**config.mk**
```make
export PLATFORM = sky130hd
export DESIGN_NAME = ser_cfg_front
export DESIGN_NICKNAME = d
export VERILOG_FILES = /design/src/rtl/ser_cfg_pkg.sv /design/src/rtl/ser_cfg_sync.sv /design/src/rtl/ser_cfg_ctrl.sv /design/src/rtl/ser_cfg_dp.sv /design/src/rtl/ser_cfg_front.sv
export SDC_FILE = /design/constraint.sdc
export NUM_CORES = 1
export LEC_CHECK = 0
export ABC_CLOCK_PERIOD_IN_PS = 1500
export CORE_ASPECT_RATIO = 2
export CORE_MARGIN = 2
export CORE_UTILIZATION = 30
export DETAILED_ROUTE_END_ITERATION = 10
export DONT_BUFFER_PORTS = 1
export HOLD_SLACK_MARGIN = 0.02
export RECOVER_POWER = 25
export SETUP_SLACK_MARGIN = 0.5
export SYNTH_ARGS = -nofsm -noshare
export SYNTH_HDL_FRONTEND = slang
export SYNTH_SLANG_ARGS = --single-unit
```
**constraint.sdc**
```tcl
create_clock -name sysClk -period 1.5 [get_ports sysClk]
set_clock_uncertainty 0.15 [all_clocks]
set_input_delay 0.3 -clock sysClk [delete_from_list [all_inputs] [get_ports sysClk]]
set_output_delay 0.3 -clock sysClk [all_outputs]
set_load 0.02 [all_outputs]
```
**src/rtl/ser_cfg_pkg.sv**
```systemverilog
package ser_cfg_pkg;

  localparam int WORD_W    = 24;
  localparam int ADDR_W    = 2;
  localparam int REF_W     = 14;
  localparam int A_W       = 6;
  localparam int B_W       = 13;
  localparam int FUNC_W    = WORD_W - ADDR_W;
  localparam int GAIN_POS  = 21;

  typedef enum logic [ADDR_W-1:0] {
    SEL_REF  = 2'b00,
    SEL_N    = 2'b01,
    SEL_FUNC = 2'b10,
    SEL_NONE = 2'b11
  } latch_sel_e;

  typedef struct packed {
    logic shiftEn;
    logic shiftBit;
    logic loadEn;
  } strobe_t;

endpackage

```
**src/rtl/ser_cfg_sync.sv**
```systemverilog
module ser_cfg_sync #(
  parameter int STAGES = 2
) (
  input  logic sysClk,
  input  logic rstN,
  input  logic d,
  output logic q
);

  generate
    if (STAGES <= 1) begin : g_single
      logic stage;
      always_ff @(posedge sysClk or negedge rstN) begin
        if (!rstN) stage <= 1'b0;
        else       stage <= d;
      end
      assign q = stage;
    end else begin : g_chain
      logic [STAGES-1:0] chain;
      always_ff @(posedge sysClk or negedge rstN) begin
        if (!rstN) chain <= '0;
        else       chain <= {chain[STAGES-2:0], d};
      end
      assign q = chain[STAGES-1];
    end
  endgenerate

endmodule

```
**src/rtl/ser_cfg_ctrl.sv**
```systemverilog
module ser_cfg_ctrl
  import ser_cfg_pkg::*;
#(
  parameter int SYNC_STAGES = 2
) (
  input  logic    sysClk,
  input  logic    rstN,
  input  logic    serClk,
  input  logic    serData,
  input  logic    serLe,
  output strobe_t strb
);

  localparam int N_IN = 3;

  logic [N_IN-1:0] rawVec;
  logic [N_IN-1:0] syncVec;
  logic            clkPrev;
  logic            lePrev;

  assign rawVec = {serLe, serData, serClk};

  generate
    for (genvar gi = 0; gi < N_IN; gi++) begin : g_sync
      ser_cfg_sync #(.STAGES(SYNC_STAGES)) u_sync (
        .sysClk (sysClk),
        .rstN   (rstN),
        .d      (rawVec[gi]),
        .q      (syncVec[gi])
      );
    end
  endgenerate

  always_ff @(posedge sysClk or negedge rstN) begin
    if (!rstN) begin
      clkPrev <= 1'b0;
      lePrev  <= 1'b0;
      strb    <= '0;
    end else begin
      clkPrev       <= syncVec[0];
      lePrev        <= syncVec[2];
      strb.shiftEn  <= syncVec[0] & ~clkPrev;
      strb.shiftBit <= syncVec[1];
      strb.loadEn   <= syncVec[2] & ~lePrev;
    end
  end

  AST_LOAD_SINGLE_PULSE: assert property (@(posedge sysClk) disable iff (!rstN)
    strb.loadEn |=> !strb.loadEn);
  AST_SHIFT_SINGLE_PULSE: assert property (@(posedge sysClk) disable iff (!rstN)
    strb.shiftEn |=> !strb.shiftEn);

endmodule

```
**src/rtl/ser_cfg_dp.sv**
```systemverilog
module ser_cfg_dp
  import ser_cfg_pkg::*;
(
  input  logic              sysClk,
  input  logic              rstN,
  input  strobe_t           strb,
  input  logic              gainClr,
  output logic [REF_W-1:0]  refLat,
  output logic [A_W-1:0]    aLat,
  output logic [B_W-1:0]    bLat,
  output logic              gainLat,
  output logic [FUNC_W-1:0] funcLat
);

  localparam int A_LO = ADDR_W;
  localparam int B_LO = A_LO + A_W;

  logic [WORD_W-1:0] shiftReg;
  latch_sel_e        sel;
  logic              loadRef;
  logic              loadN;
  logic              loadFunc;

  assign sel      = latch_sel_e'(shiftReg[ADDR_W-1:0]);
  assign loadRef  = strb.loadEn && (sel == SEL_REF);
  assign loadN    = strb.loadEn && (sel == SEL_N);
  assign loadFunc = strb.loadEn && (sel == SEL_FUNC);

  always_ff @(posedge sysClk or negedge rstN) begin
    if (!rstN)             shiftReg <= '0;
    else if (strb.shiftEn) shiftReg <= {shiftReg[WORD_W-2:0], strb.shiftBit};
  end

  always_ff @(posedge sysClk or negedge rstN) begin
    if (!rstN) begin
      refLat  <= '0;
      aLat    <= '0;
      bLat    <= '0;
      funcLat <= '0;
    end else begin
      if (loadRef)  refLat  <= shiftReg[ADDR_W +: REF_W];
      if (loadN) begin
        aLat <= shiftReg[A_LO +: A_W];
        bLat <= shiftReg[B_LO +: B_W];
      end
      if (loadFunc) funcLat <= shiftReg[WORD_W-1:ADDR_W];
    end
  end

  always_ff @(posedge sysClk or negedge rstN) begin
    if (!rstN)        gainLat <= 1'b0;
    else if (loadN)   gainLat <= shiftReg[GAIN_POS];
    else if (gainClr) gainLat <= 1'b0;
  end

  AST_REF_HOLD: assert property (@(posedge sysClk) disable iff (!rstN)
    !(strb.loadEn && shiftReg[1:0] == 2'b00) |=> $stable(refLat));
  AST_FUNC_HOLD: assert property (@(posedge sysClk) disable iff (!rstN)
    !(strb.loadEn && shiftReg[1:0] == 2'b10) |=> $stable(funcLat));
  AST_ADDR11_IGNORED: assert property (@(posedge sysClk) disable iff (!rstN)
    (strb.loadEn && shiftReg[1:0] == 2'b11) |=>
      ($stable(refLat) && $stable(aLat) && $stable(bLat) && $stable(funcLat)));
  AST_GAIN_CLEARED: assert property (@(posedge sysClk) disable iff (!rstN)
    (gainClr && !(strb.loadEn && shiftReg[1:0] == 2'b01)) |=> !gainLat);
  AST_LOAD_BEATS_CLEAR: assert property (@(posedge sysClk) disable iff (!rstN)
    (strb.loadEn && shiftReg[1:0] == 2'b01) |=> (gainLat == $past(shiftReg[21])));

endmodule

```
**src/rtl/ser_cfg_front.sv**
```systemverilog
module ser_cfg_front
  import ser_cfg_pkg::*;
#(
  parameter int SYNC_STAGES = 2
) (
  input  logic        sysClk,
  input  logic        rstN,
  input  logic        serClk,
  input  logic        serData,
  input  logic        serLe,
  input  logic        gainClr,
  output logic [13:0] refDiv,
  output logic [5:0]  aCnt,
  output logic [12:0] bCnt,
  output logic        cpGain,
  output logic        cntRst,
  output logic        swPd,
  output logic [2:0]  muxSel,
  output logic        pdPol,
  output logic        cpTri,
  output logic        flEn,
  output logic        flMode,
  output logic [3:0]  timerCode,
  output logic [2:0]  curSet1,
  output logic [2:0]  curSet2,
  output logic        pdRsvd,
  output logic [1:0]  prescSel
);

  strobe_t           strb;
  logic [FUNC_W-1:0] funcLat;

  ser_cfg_ctrl #(.SYNC_STAGES(SYNC_STAGES)) u_ctrl (
    .sysClk  (sysClk),
    .rstN    (rstN),
    .serClk  (serClk),
    .serData (serData),
    .serLe   (serLe),
    .strb    (strb)
  );

  ser_cfg_dp u_dp (
    .sysClk  (sysClk),
    .rstN    (rstN),
    .strb    (strb),
    .gainClr (gainClr),
    .refLat  (refDiv),
    .aLat    (aCnt),
    .bLat    (bCnt),
    .gainLat (cpGain),
    .funcLat (funcLat)
  );

  // funcLat[k] holds word bit k+2
  assign cntRst    = funcLat[0];
  assign swPd      = funcLat[1];
  assign muxSel    = funcLat[4:2];
  assign pdPol     = funcLat[5];
  assign cpTri     = funcLat[6];
  assign flEn      = funcLat[7];
  assign flMode    = funcLat[8];
  assign timerCode = funcLat[12:9];
  assign curSet1   = funcLat[15:13];
  assign curSet2   = funcLat[18:16];
  assign pdRsvd    = funcLat[19];
  assign prescSel  = funcLat[21:20];

endmodule

```
==> impl_metrics.json <==
{
  "comb_power_share_pct": 15.9,
  "switching_power_mw": 2.330,
  "crit_required_ps": 1560,
  "io_buffers": 0,
  "fin_ws_ps": -0.8988,
  "synth_area_um2": 3306,
  "worst-r2r-cell-count": 4,
  "worst_pin_slew_ps": 223.4,
  "fillers": 1009,
  "crit_path_start": "u_dp.shiftReg[1]",
  "power_mw": 7.673,
  "sw_frac_of_total_pct": 30.36,
  "internal_power_mw": 5.343,
  "synthCells": 185,
  "area_growth_pct": 30.70,
  "detailedRoute.firstIterationViolations": 94,
  "dieHeight_um": 152.5,
  "gp_congestion": 0.7263,
  "vias_per_cell": 4.570,
  "tns_ps": -1.304,
  "syn-num-nets": 191,
  "status": "complete, but fails checks",
  "grt_pass1_vias": 1793,
  "endpoint": "u_dp.refLat[13]",
  "start_util_pct": 30.58,
  "route.antenna.remaining_nets": 0,
  "nets": 212,
  "slew-limit-headroom_pct": 85.10,
  "core_um2": 10810,
  "vias": 1604,
  "synth-seq-cells": 91,
  "ys_warn_count": 0,
  "fin_crit_sh_pct": 100.1,
  "grt_setup_unrepaired": "true",
  "clock_latency_ps": 330,
  "gr-total-overflow": 0,
  "crit_fanout": 7,
  "die_area_um2": 11930,
  "hold_viol": 91,
  "final_common_cell": "mux2_4",
  "n_antenna_cell": 0,
  "grt_util_all_layers_pct": 12.30,
  "leakagePower_nw": 2.048,
  "rows": 54,
  "cts_max_path_buffers": 2,
  "power_frac_seq_pct": 56.7,
  "antenna_found_initial": 0,
  "first_pass_iters": 3,
  "fmax_mhz": 666.3,
  "start_kind": "flip-flop",
  "drcViolationCount": 0,
  "crit_arrival_ps": 1560,
  "die_w_um": 78.23,
  "power_density_nw_per_um2": 1776,
  "io_pins": 62,
  "cts.clk_slew.worst_paths_ps": 70,
  "cts_root_buf": "clkbuf_16",
  "post_dp_cell_area_um2": 3595,
  "seq_area_frac_synth_pct": 68.89,
  "wl_per_cell_um": 19.01,
  "hp-class": "input port to asynchronous set/reset pin",
  "synth.avg_cell_area_um2": 17.87,
  "worst_setup_path_end_kind": "flip-flop",
  "regToRegStartpoint": "u_dp.shiftReg[1]",
  "final_area_um2": 4320,
  "whs_ps": -497.2,
  "layout-drive-gt1-share_pct": 80.57,
  "wl_um": 6674,
  "synth_cell_types": 11,
  "violations": "negative hold slack, negative setup slack",
  "layout_min_cycle_time_ps": 1501,
  "htreeDepth": 3,
  "numClockSinks": 91,
  "dp_hpwl_um": 4034,
  "cts_tree": "yes",
  "numCtsBuffers": 9,
  "pre_cts_ws_ps": -5.186,
  "layout_common_cells": "mux2_4 (78), dfrtp_2 (58), dfrtp_1 (33), clkbuf_16 (10), buf_6 (4)",
  "crit_type": "flip-flop to flip-flop",
  "worst_ir_drop_vdd_mv": 0.7225,
  "reg2reg_slack_ps": -0.9,
  "postCtsHoldBufs": 3,
  "power_frac_clock_pct": 27.3,
  "slew_violations": 0,
  "worstReg2RegEnd": "u_dp.refLat[13]",
  "grt_max_degree": 92,
  "grt_pass1_wl_um": 11070,
  "setup-violations-final": 2,
  "drv_cap": 0
}
## worst min path at each step
stage / start / to / slack (ps) / cells past startpoint
4_1_cts: rstN / u_dp.funcLat[0] / -510 / 0
5_1_grt: rstN / u_dp.funcLat[0] / -510 / 0
6_report: rstN / u_dp.funcLat[0] / -500 / 0
2_1_floorplan: rstN / u_ctrl.clkPrev / -150 / 0
3_5_place_dp: rstN / u_ctrl.g_sync[1].u_sync.g_chain.chain[0] / -140 / 0
3_3_place_gp: rstN / u_ctrl.g_sync[0].u_sync.g_chain.chain[0] / -140 / 0
## worst max-delay path, stage by stage, from the launching register on
cell     delay [ps]
dfrtp_2         430
nor3b_4         240
buf_6           140
buf_12          130
mux2_4          300
## through the flow
stage,std cells,utilization [%]
6_report,351,39.97
5_1_grt,351,39.97
3_5_place_dp,326,33.25
2_1_floorplan,185,-
3_3_place_gp,326,33.25
4_1_cts,351,39.94
## kinds of logic after synthesis
kind of cell | Yosys count | share of synthesized area (%)
simple gates | 6 | 1.968
flops | 91 | 68.89
mux | 80 | 27.25
buf+inv | 8 | 1.892
## cells in the mapped netlist
cell      count  share of area [%]
mux2_2       79                 27
nand3b_1      1               0.23
buf_2         2               0.30
nor2b_1       3               0.57
nor3b_4       1               0.57
nand3b_4      1               0.61
clkbuf_1      1               0.11
buf_6         3                1.0
buf_4         2               0.45
mux2_1        1               0.34
dfrtp_1      91                 69
## layout make-up
| cell class | count | area [µm²] | area share [%] |
|---|---|---|---|
| timing repair buffer | 18 | 255.2 | 5.908 |
| tap | 140 | 175.2 | 4.054 |
| clock buffer | 12 | 256.5 | 5.937 |
| multi-input combinational | 86 | 1259 | 29.13 |
| clock inverter | 4 | 25.02 | 0.5792 |
| sequential | 91 | 2350 | 54.39 |
## per-layer routing
metal	wire, µm	track usage [%]
met5	0	0
met3	301	3.555
met2	3438	19.33
met4	180	6.516
met1	2753	15.18
## flip-flops by register name, indices dropped and copies added, names as in the netlist, 3 cells and up
name	flops
u_dp.refLat	14
u_dp.funcLat	22
u_dp.bLat	13
u_ctrl.strb	3
u_dp.aLat	6
u_dp.shiftReg	24
u_ctrl.g_sync.u_sync.g_chain.chain	6
## power groups by stage
| stage | logic [mW] | registers [mW] | clock network, mW |
|---|---|---|---|
| final | 1.22 | 4.35 | 2.10 |
| after global routing | 1.31 | 4.46 | 2.26 |
| after CTS | 1.24 | 4.37 | 2.18 |
| after detailed placement | 0.843 | 4.29 | 0 |
| after global placement | 0.808 | 4.28 | 0 |
| after floorplan | 0.767 | 4.04 | 0 |
## what timing repair did
item                                   CTS  global route
setup endpoints to repair              136           136
cloned                                   2             0
resized for setup                      124             5
buffers inserted                         4             0
pin swaps                                1             0
endpoints found under the hold margin   94            91
(Power assumes the default switching activity.)
